==> config.mk <==
export PLATFORM = sky130hd
export DESIGN_NAME = txdma_chain
export DESIGN_NICKNAME = d
export VERILOG_FILES = /design/src/rtl/txdma_chain.sv
export SDC_FILE = /design/constraint.sdc
export NUM_CORES = 1
export LEC_CHECK = 0
export BUFFER_PORTS_ARGS = -buffer_cell sky130_fd_sc_hd__buf_4
export CORE_ASPECT_RATIO = 1.1
export CORE_MARGIN = 1.5
export CORE_UTILIZATION = 55
export DETAILED_ROUTE_END_ITERATION = 7
export PLACE_DENSITY = 0.79
export SYNTH_ARGS = -nofsm -noshare
export SYNTH_HDL_FRONTEND = slang
export SYNTH_SLANG_ARGS = --single-unit
==> constraint.sdc <==
create_clock -name clk -period 4.05 [get_ports clk]
set_clock_uncertainty 0.05 [all_clocks]
set_input_delay 0.405 -clock clk [delete_from_list [all_inputs] [get_ports clk]]
set_output_delay 0.405 -clock clk [all_outputs]
set_load 0.005 [all_outputs]
==> src/rtl/txdma_chain.sv <==
module txdma_chain #(
  parameter int AW = 16,
  parameter int LW = 16,
  parameter int SW = 8
) (
  input  logic          clk,
  input  logic          rst_n,
  input  logic          tx_en,
  input  logic          req_set,
  input  logic [AW-1:0] list_base,
  output logic          req_busy,
  output logic          mem_req,
  output logic          mem_we,
  output logic [AW-3:0] mem_addr,
  output logic [31:0]   mem_wdata,
  input  logic [31:0]   mem_rdata,
  input  logic          mem_ack,
  output logic          tx_valid,
  input  logic          tx_ready,
  output logic [7:0]    tx_data,
  output logic          tx_sof,
  output logic          tx_eof,
  input  logic          mac_done,
  input  logic [SW-1:0] mac_status
);
  typedef enum logic [2:0] {IDLE, FD0, FD1, FD2, RD, TX, WAITM, WB} st_t;

  st_t           st, after;
  logic [AW-1:0] cur, ptr, byte_a;
  logic [LW-1:0] len;
  logic [31:0]   w0, word;
  logic          started, sof_pend;

  assign after = w0[28] ? WAITM : WB;

  always_comb begin
    case (st)
      FD0:     byte_a = cur;
      FD1:     byte_a = cur + AW'(4);
      FD2:     byte_a = cur + AW'(8);
      RD:      byte_a = ptr;
      WB:      byte_a = cur;
      default: byte_a = '0;
    endcase
  end

  assign mem_addr  = byte_a[AW-1:2];
  assign mem_req   = (st == FD0) || (st == FD1) || (st == FD2) || (st == WB) ||
                     (st == RD && len != '0);
  assign mem_we    = (st == WB);
  assign mem_wdata = {1'b0, w0[30:0]};
  assign tx_valid  = (st == TX);
  assign tx_data   = word[{ptr[1:0], 3'b000} +: 8];
  assign tx_sof    = tx_valid && sof_pend;
  assign tx_eof    = tx_valid && w0[28] && (len == LW'(1));

  always_ff @(posedge clk or negedge rst_n) begin
    if (!rst_n) begin
      st       <= IDLE;
      req_busy <= 1'b0;
      started  <= 1'b0;
      sof_pend <= 1'b1;
      cur      <= '0;
      ptr      <= '0;
      len      <= '0;
      w0       <= '0;
      word     <= '0;
    end else begin
      case (st)
        IDLE: if (req_set && tx_en) begin
          req_busy <= 1'b1;
          st       <= FD0;
          if (!started) begin
            cur     <= list_base;
            started <= 1'b1;
          end
        end
        FD0: if (mem_ack) begin
          w0 <= mem_rdata;
          if (mem_rdata[31]) st <= FD1;
          else begin
            req_busy <= 1'b0;
            st       <= IDLE;
          end
        end
        FD1: if (mem_ack) begin
          len <= mem_rdata[31:32-LW];
          st  <= FD2;
        end
        FD2: if (mem_ack) begin
          ptr <= mem_rdata[AW-1:0];
          st  <= RD;
        end
        RD: begin
          if (len == '0) st <= after;
          else if (mem_ack) begin
            word <= mem_rdata;
            st   <= TX;
          end
        end
        TX: if (tx_ready) begin
          ptr      <= ptr + AW'(1);
          len      <= len - LW'(1);
          sof_pend <= 1'b0;
          if (len == LW'(1)) st <= after;
          else if (ptr[1:0] == 2'd3) st <= RD;
        end
        WAITM: if (mac_done) begin
          w0[SW-1:0] <= mac_status;
          st         <= WB;
        end
        WB: if (mem_ack) begin
          cur <= w0[30] ? list_base : cur + AW'(16);
          if (w0[28]) sof_pend <= 1'b1;
          st <= FD0;
        end
        default: st <= IDLE;
      endcase
    end
  end
endmodule


==> metrics.md <==
| Metric | Value |
|---|---|
| Max FO, Critical Path | 33 |
| Area added between synthesis and finish | 23.1% |
| Via count of the first global-routing pass | 5711 |
| Final instance area | slightly above 8000 um^2 |
| Net count of the finished layout | 843 |
| Via-to-Cell Ratio | 6.39 |
| Overall die width | between 100 and 150 um |
| Async S/R FF share, synth | 1.00 |
| Static power due to leakage | 0.00347 uW |
| Clock buffers created by TritonCTS | 17 |
| Kind of path behind the tightest hold check | in -> async |
| Post-route clock period utilization | 0.841 |
| Cell variety after synth | a little under 70 |
| Relative slew margins | 0.323 |
| Clock-pin slew reported for the worst setup and hold paths after clock tree synthesis | approximately 0.06 ns |
| Total I/O pin count | 123 |
| Number of port buffers | 119 |
| Max-slew violation total from the final report | 0 |
| Detailed-route DRC error count | 0 |
| Minimum clock period | between 3 and 4 ns |
| Die Outline Area | 12600 um^2 |
| Final Power | 7120 uW |
| CTS tree | yes |
| Clock root buffer | clkbuf_16 |
| Cells taking the most area after synthesis | dfrtp_1 43%, mux2_2 9.4%, o21ai_0 4.3% |
| Critical Path RT | 3.60 ns |
| Count of flip-flops with a built-in enable after synthesis | 0 |
| Register bit count reported by yosys | 115 |
| Initial core utilization | 0.568 |
| Fraction of the core area covered by cells at the end of the flow | 0.700 |
| Aggregate negative setup slack | 0 ns |
| Startpoint type of the worst setup path | flip-flop |
| Overall routing resource usage | 0.303 |
| Setup violation total in the final timing report | 0 |
| Maximum clock path buffer count | 2 |
| Number of maximum-capacitance constraint violations | 0 |
| Wire length of the first global-routing pass | 29800 um |
| Yosys warning total | 0 |
| Post-synth top area cell | dfrtp_1 |
| Critical path arrival | 2.95 ns |
| Height of the chip | approximately 120 um |
| Pin count of the biggest net entering global routing | 58 |
| Routed wirelength normalized by instance count | 19.9 um |
| Post-Syn Instances | roughly 670 |
| Crit Path Class | reg -> out |
| Vias post-DR | between 5000 and 6000 |
| Mapped cell area | 6590 um^2 |
| PwrDens | about 880 nW/um^2 |
| Least-Margin Pin Slew | slightly above 1 ns |
| Fmax | approximately 0.29 GHz |
| Share of the yosys chip area belonging to registers | 0.437 |
| Drt pass-1 iters | 5 |
| Unrepaired setup endpoints after global routing | false |
| Fraction of final layout cells sized beyond drive strength 1 | 0.303 |
| Worst hold-check slack | -0.0194 ns |
| Worst skew pair latency | approximately 0.42 ns |
| Hold buffer count at cts | 0 |
| Number of nets with antenna violations after detailed routing | 0 |
| Worst ir drop on vdd | roughly 430 uV |
| Setup Buffers After CTS | 0 |
| Placed standard-cell area | roughly 7500 um^2 |
| Leading cell type in the layout, fill and taps excluded | buf_4 |
| Number of core rows | 41 |
| Mean cell area of the mapped netlist | 9.78 um^2 |
| Aggregate global routing overflow | 0 |
| Cell Count Post-Placement | 903 |
| Fraction of post-synthesis cell area in the top cell type by area | 0.433 |
| Critical Path End Type | output pin |
| Number of levels in the clock H-tree | 4 |
| Top library cells by usage in the layout, fill and taps aside | 127 x buf_4, 114 x dfrtp_1, 74 x nand2_1 |
| Predominant post-synthesis flop cell | dfrtp_1 |
| Violations in the final reports | hold timing |
| 1st-iter DRT viols | 506 |
| Number of antenna violations at the first check in global routing | 0 |
| Total length of routed wires | between 15000 and 20000 um |
| Run status | finished, violations left |
| TritonCTS Sinks | about 120 |
| Non-Filler Instances | 935 |
| Placeable core area | about 12000 um^2 |
| Number of resized instances in the post-cts repair step | 0 |
| Syn_nets | 745 |
| Final Hold Fails | 5 |
| RePlAce Congestion | 0.905 |
| HPWL reported at the end of detailed placement | approximately 13000 um |
| Antenna diode count | 0 |
-- logic make-up (layout without fill, tap and decap cells) --
kind of cell / after synthesis / count (layout) / synth area share
compound gates: 198 / 198 / 0.196
xor+xnor: 1 / 1 / 0.00133
fa+ha+maj: 8 / 8 / 0.0152
buf+inv: 66 / 177 / 0.0461
flops: 115 / 115 / 0.437
mux: 76 / 76 / 0.142
other cells: 1 / 1 / 0.000569
simple gates: 209 / 209 / 0.162
-- critical path: stages, from the launching register on --
cell and delay [ns]:
dfrtp_1 1.01, nor2b_1 0.43, o21ai_0 0.38, o311ai_0 0.52
buf_4 0.19
-- Yosys cell counts (10+ instances only) --
cell,count
buf_2,17
nand3_1,21
nand2_1,74
nor2_1,33
inv_1,17
mux2_2,55
o22ai_1,15
o21ai_0,57
clkbuf_1,24
a2bb2oi_1,12
nor3_1,15
nand4_1,12
mux2i_1,10
dfrtp_1,114
a21oi_1,48
-- per-stage QoR --
step	worst slack [ns]	hold slack, ns
2_1_floorplan	1.99	0.0594
3_3_place_gp	1.22	0.412
3_5_place_dp	1.18	0.409
4_1_cts	0.742	0.0217
5_1_grt	0.513	0.0617
6_report	0.645	-0.0194
-- sequential cells by signal, summed over array words and instances, names as in the netlist --
signal	count
cur	14
st	3
req_busy	1
w0	31
started	1
len	16
ptr	16
sof_pend	1
word	32
-- worst paths after layout --
kind | start | end | slack [ns] | cells past startpoint
max in group asynchronous | rst_n | w0[27] | 3.05 | 2
setup reg to reg | st[0] | w0[4] | 1.09 | 4
hold / removal | rst_n | w0[10] | -0.02 | 1
min in group clk | tx_ready | sof_pend | 0.15 | 2
setup / recovery | st[1] | mem_addr[6] | 0.64 | 4
hold reg to reg | started | started | 0.42 | 1
-- metal layers --
layer,wire length (um),GRT usage,vias to the layer above
met5,0,0,-
li1,-,-,2727
met3,1120,0.0559,48
met1,7620,0.399,2948
met4,591,0.140,0
met2,9260,0.484,253
-- cell type report --
class / instances / area, um^2
clock buffers: 23 / 498
clock inverters: 9 / 119
fillers: 868 / 3480
inverters: 18 / 67.6
multi-input cells: 493 / 3410
flip-flops and latches: 115 / 2880
well taps: 150 / 188
repair buffers: 127 / 953
-- report_power, final --
part           internal [uW]  switching [uW]  total [uW]
clock                    993             539        1530
combinational           1610            1500        3110
sequential              1730             752        2480
Note: power is estimated with default switching activity, not from simulation.
